[config.mk]
export PLATFORM = sky130hd
export DESIGN_NAME = sevlvl_pwm
export DESIGN_NICKNAME = d
export VERILOG_FILES = /design/src/rtl/sevlvl_pkg.sv /design/src/rtl/sevlvl_ctrl.sv /design/src/rtl/sevlvl_dp.sv /design/src/rtl/sevlvl_pwm.sv
export SDC_FILE = /design/constraint.sdc
export NUM_CORES = 1
export LEC_CHECK = 0
export ABC_CLOCK_PERIOD_IN_PS = 3600
export BUFFER_PORTS_ARGS = -buffer_cell sky130_fd_sc_hd__buf_2
export CAP_MARGIN = 20
export CORE_MARGIN = 4
export CORE_UTILIZATION = 54
export CTS_CLUSTER_SIZE = 12
export DETAILED_ROUTE_END_ITERATION = 8
export PLACE_DENSITY = 0.82
export SYNTH_ARGS = -nofsm -noshare
export SYNTH_HDL_FRONTEND = slang
export SYNTH_SLANG_ARGS = --single-unit
[constraint.sdc]
create_clock -name clk -period 3.6 [get_ports clk]
set_clock_uncertainty 0.2 [all_clocks]
set_input_delay 1.08 -clock clk [delete_from_list [all_inputs] [get_ports clk]]
set_output_delay 1.08 -clock clk [all_outputs]
set_load 0.05 [all_outputs]
[src/rtl/sevlvl_pkg.sv]
package sevlvl_pkg;

  localparam int NUM_SW   = 6;
  localparam int NUM_BAND = 3;

  // strobes from control to datapath
  typedef struct packed {
    logic inMid;    // magnitude reached one peak
    logic inTop;    // magnitude reached two peaks
    logic negHalf;  // reference sign
  } ctlStrobe_t;

  // gate patterns, bit i = switch i+1
  localparam logic [NUM_SW-1:0] GATE_P3   = 6'b001001;
  localparam logic [NUM_SW-1:0] GATE_P2   = 6'b011000;
  localparam logic [NUM_SW-1:0] GATE_P1   = 6'b101000;
  localparam logic [NUM_SW-1:0] GATE_Z_P  = 6'b001100;
  localparam logic [NUM_SW-1:0] GATE_Z_N  = 6'b000011;
  localparam logic [NUM_SW-1:0] GATE_N1   = 6'b010010;
  localparam logic [NUM_SW-1:0] GATE_N2   = 6'b100010;
  localparam logic [NUM_SW-1:0] GATE_N3   = 6'b000110;

endpackage

[src/rtl/sevlvl_ctrl.sv]
module sevlvl_ctrl
  import sevlvl_pkg::*;
#(
  parameter int CW = 8,
  parameter int RW = CW + 2
) (
  input  logic          clk,
  input  logic          rst_n,
  input  logic [CW-1:0] peakSet,
  input  logic [RW-1:0] refMag,
  input  logic          refNeg,
  output logic [CW-1:0] carrier,
  output logic [CW-1:0] peak,
  output ctlStrobe_t    stb
);

  localparam logic [CW-1:0] ONE = CW'(1);

  logic          goingUp;
  logic [CW-1:0] effCfg;
  logic [CW-1:0] peakNow;
  logic [RW-1:0] peakW;
  logic [RW-1:0] twoPeak;

  assign effCfg  = (peakSet == '0) ? ONE : peakSet;
  assign peakNow = (carrier == '0) ? effCfg : peak;

  // triangle carrier, peak reloaded only at the bottom
  always_ff @(posedge clk or negedge rst_n) begin
    if (!rst_n) begin
      carrier <= '0;
      goingUp <= 1'b1;
      peak    <= ONE;
    end else begin
      peak <= peakNow;
      if (carrier == '0) begin
        carrier <= ONE;
        goingUp <= 1'b1;
      end else if (goingUp && (carrier >= peakNow)) begin
        carrier <= carrier - ONE;
        goingUp <= 1'b0;
      end else if (goingUp) begin
        carrier <= carrier + ONE;
      end else begin
        carrier <= carrier - ONE;
      end
    end
  end

  // band selection strobes
  assign peakW   = RW'(peak);
  assign twoPeak = peakW << 1;

  always_comb begin
    stb.inMid   = (refMag >= peakW);
    stb.inTop   = (refMag >= twoPeak);
    stb.negHalf = refNeg;
  end

endmodule

[src/rtl/sevlvl_dp.sv]
module sevlvl_dp
  import sevlvl_pkg::*;
#(
  parameter int CW = 8,
  parameter int RW = CW + 2
) (
  input  logic              clk,
  input  logic              rst_n,
  input  logic [RW-1:0]     refMag,
  input  logic [CW-1:0]     carrier,
  input  logic [CW-1:0]     peak,
  input  ctlStrobe_t        stb,
  output logic [NUM_SW-1:0] gateOut
);

  logic [NUM_BAND-1:0] bandHit;
  logic [RW-1:0]       carW;
  logic [1:0]          bandIdx;
  logic [1:0]          levMag;
  logic                upHit;
  logic [NUM_SW-1:0]   gateNext;

  assign carW = RW'(carrier);

  // one comparator per stacked reference band
  for (genvar k = 0; k < NUM_BAND; k++) begin : g_band
    logic [RW-1:0] base;
    logic [RW-1:0] sub;
    assign base       = RW'(k) * RW'(peak);
    assign sub        = refMag - base;
    assign bandHit[k] = (sub > carW);
  end

  always_comb begin
    if (stb.inTop) begin
      bandIdx = 2'd2;
      upHit   = bandHit[2];
    end else if (stb.inMid) begin
      bandIdx = 2'd1;
      upHit   = bandHit[1];
    end else begin
      bandIdx = 2'd0;
      upHit   = bandHit[0];
    end
    levMag = bandIdx + {1'b0, upHit};
  end

  // level to switch encoding
  always_comb begin
    unique case ({stb.negHalf, levMag})
      3'b011:  gateNext = GATE_P3;
      3'b010:  gateNext = GATE_P2;
      3'b001:  gateNext = GATE_P1;
      3'b000:  gateNext = GATE_Z_P;
      3'b100:  gateNext = GATE_Z_N;
      3'b101:  gateNext = GATE_N1;
      3'b110:  gateNext = GATE_N2;
      default: gateNext = GATE_N3;
    endcase
  end

  always_ff @(posedge clk or negedge rst_n) begin
    if (!rst_n) gateOut <= '0;
    else        gateOut <= gateNext;
  end

endmodule

[src/rtl/sevlvl_pwm.sv]
module sevlvl_pwm
  import sevlvl_pkg::*;
#(
  parameter int CW = 8
) (
  input  logic          clk,
  input  logic          rst_n,
  input  logic [CW-1:0] peakSet,
  input  logic [CW+1:0] refMag,
  input  logic          refNeg,
  output logic [5:0]    gateOut
);

  localparam int RW = CW + 2;

  logic [CW-1:0] carrierVal;
  logic [CW-1:0] peakVal;
  ctlStrobe_t    stb;

  sevlvl_ctrl #(.CW(CW), .RW(RW)) u_ctrl (
    .clk     (clk),
    .rst_n   (rst_n),
    .peakSet (peakSet),
    .refMag  (refMag),
    .refNeg  (refNeg),
    .carrier (carrierVal),
    .peak    (peakVal),
    .stb     (stb)
  );

  sevlvl_dp #(.CW(CW), .RW(RW)) u_dp (
    .clk     (clk),
    .rst_n   (rst_n),
    .refMag  (refMag),
    .carrier (carrierVal),
    .peak    (peakVal),
    .stb     (stb),
    .gateOut (gateOut)
  );

endmodule

==> results.txt <==
----------------------------------------------------
[Timing]
  Final slew viol count ... 0
  Tightest Pin Transition ... 528 ps
  Setup repair after global routing missed its margin ... yes
  Setup TNS ... -2070 ps
  Final worst path period share ... 115%
  Post-route minimum period ... 4140 ps
  Number of endpoints failing setup at the final stage ... 9
  Worst path setup slack after routing ... -542 ps
  Worst slack on hold paths ... 344 ps
  Maximum clock rate ... 241 MHz
  Slew Limit Headroom ... 64.8%
  Final hold vios ... 0

[Pwr]
  PD cells ... 228 nW/µm²
  Overall power ... 0.876 mW
  VDD IR max ... 280 µV
  Standby leakage power ... 1.87 nW

[Floorplan]
  Starting density of the core ... 56.0%
  # IOs ... 27
  Vert. Die Dim ... 78.2 µm
  Row cnt ... 25
  Die Outline Area ... 6120 µm²
  Horizontal extent of the die ... 78.2 µm
  Core Region ... 4750 µm²

[Clocking]
  Number of sinks driven by the clock tree ... 23
  Maximum clock path buffer count ... 2
  Clock Pin Slew Worst Setup and Hold Paths ... 90 ps
  TritonCTS clock tree ... done
  Total number of H-tree levels ... 1
  Total CTS buffers ... 3
  Skew-Pair Late Insertion Delay ... 270 ps
  Root Buffer Master ... sky130_fd_sc_hd__clkbuf_8

[GRT]
  Global-route wire length before repair ... 13100 µm
  Antenna violations before repair ... 0
  Maximum number of pins on one net before global-route repair ... 24
  Via count of the first global-routing pass ... 2830
  Residual overflow from global routing ... 0
  Total track usage ... 26.8%

[Worst setup path]
  Cell family with the largest share of critical-path delay ... compound AO/OA/AOI/OAI gates
  Worst-path maximum fanout ... 4
  Crit path kind ... in2reg
  Critical Path End Type ... flop
  Arrival time of the worst setup path ... 4120 ps
  CP Cell Sequence ... buf_8, ha_4, nor2b_4, o2111ai_2, nand3b_1, a21o_1, a21oi_2, xnor2_1, ha_1, nand2_2, nor3_2, a2bb2oi_1, o21a_1, a32oi_2, a2bb2oi_2, ha_2, xor2_4, mux2i_1
  Biggest cell delay along the critical path ... 300 ps
  CP startpoint kind ... input port
  Crit-path slowest cell ... sky130_fd_sc_hd__ha_1
  CP required ... 3580 ps
  Buf+Inv Stages, Crit Path ... 1

[Synthesis]
  Library cell with the largest summed area after synthesis ... sky130_fd_sc_hd__ha_1
  Synthesized area ... 2660 µm²
  Area fraction of the dominant cell type after synthesis ... 24.0%
  Number of distinct library cell variants in the gate-level netlist after synthesis ... 52
  Gate count of the mapped netlist ... 299
  Synth Net Count ... 373
  Synth warn ... 0
  Register bit count reported by yosys ... 23
  Mean instance size in the synthesized netlist ... 8.90 µm²
  Sequential share of the synthesized area ... 21.7%
  Async S/R FF share, synth ... 100%
  Most used DFF post-synth ... sky130_fd_sc_hd__dfrtp_1
  Largest cells by area after synthesis ... sky130_fd_sc_hd__ha_1, sky130_fd_sc_hd__dfrtp_1, sky130_fd_sc_hd__mux2i_1
  Number of flops mapped to enable cells by yosys ... 0

[Layout]
  Most frequent cells in the layout ... sky130_fd_sc_hd__buf_4, sky130_fd_sc_hd__ha_1, sky130_fd_sc_hd__inv_1
  Most common library cell in the layout ignoring fill and taps ... sky130_fd_sc_hd__buf_4
  Summed area of non-filler cells in the final layout ... 3840 µm²
  Number of nets in the finished design ... 493
  Antenna Diode Count ... 0
  Ratio of cells with drive above 1 in the final layout ... 40.9%
  Number of filler instances in the final layout ... 294
  Area Growth Syn to Fin ... 44.2%

[Route]
  Routed wire per std cell ... 17.4 µm
  Total vias in the final route ... 2816
  Drc violations ... 0
  Iteration count of the initial detailed-routing pass ... 4
  Starting DRC count in detailed routing ... 174
  Routed Wire Length ... 8420 µm
  Number of routed nets with antenna violations ... 0
  Via count normalized by instance count ... 5.81

[Run status]
  Result of the run ... finished, violations left
  Violations in the final reports ... setup timing

[Placed design]
  Area of placed instances ... 3510 µm²
  Worst slack at placement ... -929 ps
  Half-perimeter wire length after detailed placement ... 6240 µm
  Buffers added on ports ... 26
  Final weighted congestion in routability-driven placement ... 1.01

[Worst hold path]
  Class of the tightest hold or removal check ... reg2reg

[Run]
  Max-cap violations ... 0

----------------------------------------------------
power breakdown:
group	total [mW]	internal, mW	switching [mW]
Combinational	0.437	0.204	0.233
Sequential	0.275	0.271	0.00426
Clock	0.164	0.0773	0.0864
Total	0.876	0.552	0.324
path summary, 6_finish.rpt:
check	start	to	slack [ps]	cells after the start
setup / recovery	refMag[1]	u_dp.gateOut[2]$_DFF_PN0_	-540	18
hold / removal	u_ctrl.peak[7]$_DFF_PN0_	u_ctrl.peak[7]$_DFF_PN0_	340	2
setup reg to reg	u_ctrl.peak[0]$_DFF_PN1_	u_dp.gateOut[2]$_DFF_PN0_	-170	17
hold reg to reg	u_ctrl.peak[7]$_DFF_PN0_	u_ctrl.peak[7]$_DFF_PN0_	340	2
max in group asynchronous	rst_n	u_ctrl.peak[0]$_DFF_PN1_	2250	1
min in group asynchronous	rst_n	u_dp.gateOut[1]$_DFF_PN0_	580	1
cell usage after synthesis, types with 3 or more instances:
library cell	instances
sky130_fd_sc_hd__a21o_1	4
sky130_fd_sc_hd__nand3_1	6
sky130_fd_sc_hd__o211ai_1	3
sky130_fd_sc_hd__nor3_1	6
sky130_fd_sc_hd__nor4_1	3
sky130_fd_sc_hd__o21a_1	11
sky130_fd_sc_hd__xor2_1	3
sky130_fd_sc_hd__nand2_1	16
sky130_fd_sc_hd__dfrtp_1	21
sky130_fd_sc_hd__ha_1	51
sky130_fd_sc_hd__o21ai_0	10
sky130_fd_sc_hd__or2_2	3
sky130_fd_sc_hd__xnor2_1	9
sky130_fd_sc_hd__or3_1	3
sky130_fd_sc_hd__mux2i_1	17
sky130_fd_sc_hd__a21oi_1	20
sky130_fd_sc_hd__nor2_1	17
sky130_fd_sc_hd__nand2b_1	3
sky130_fd_sc_hd__mux2_2	4
sky130_fd_sc_hd__inv_1	33
sky130_fd_sc_hd__nor2b_1	9
sky130_fd_sc_hd__and3_1	3
sky130_fd_sc_hd__nand4_1	8
logic make-up (layout without fill, tap and decap cells):
kind of cell / count (synthesis) / after routing / synth area share (%)
adders and majority gates: 53 / 53 / 25.5
AOI/OAI and AO/OA: 69 / 69 / 17.7
DFF: 23 / 23 / 21.7
buffers and inverters: 36 / 155 / 5.40
and+or+nand+nor: 83 / 83 / 16.5
xor gates and xnor gates: 13 / 13 / 4.56
muxes: 22 / 22 / 8.65
what timing repair did:
item                       4_1_cts  5_1_grt
setup buffers                    9       10
setup endpoints to repair       10       10
pin swaps                       20       19
resized for setup               14       19
gates cloned                     0        0
hold buffers                     0        0
metal layers:
| layer | GRT usage (%) | share of wire, % | up-vias |
|---|---|---|---|
| li1 | - | - | 1338 |
| met2 | 49.0 | 51 | 93 |
| met1 | 32.3 | 40 | 1347 |
| met4 | 11.7 | 5.4 | 0 |
| met5 | 0 | 0 | - |
| met3 | 1.61 | 4.0 | 38 |
state kept, by name, summed over array words and instances, names as in the netlist:
signal / flops
u_ctrl.peak: 8
u_ctrl.carrier: 8
u_dp.gateOut: 6
u_ctrl.goingUp: 1
worst register-to-register path: cells and delay by family (launching register included):
kind                       cells  cell delay (ps)
xor gates and xnor gates       2              390
muxes                          1              250
DFF                            1              610
AOI/OAI and AO/OA              7             1140
adders and majority gates      3              760
and+or+nand+nor                4              320
layout make-up:
cell class                      instances  area (µm²)  share of cell area, %
Multi-Input combinational cell        240        2150                   55.9
Timing Repair Buffer                  118         850                   22.1
Sequential cell                        23         578                   15.1
Inverter                               33         136                   3.55
Tap cell                               67        83.8                   2.18
Clock buffer                            3        41.3                   1.08
Clock inverter                          1        5.00                  0.130
per-stage QoR:
stage / util (%) / std cells
2_1_floorplan: - / 299
6_report: 80.8 / 485
3_3_place_gp: 73.8 / 462
4_1_cts: 77.4 / 475
3_5_place_dp: 73.8 / 462
5_1_grt: 80.8 / 485
No activity file was read; power rests on OpenSTA's default activity.
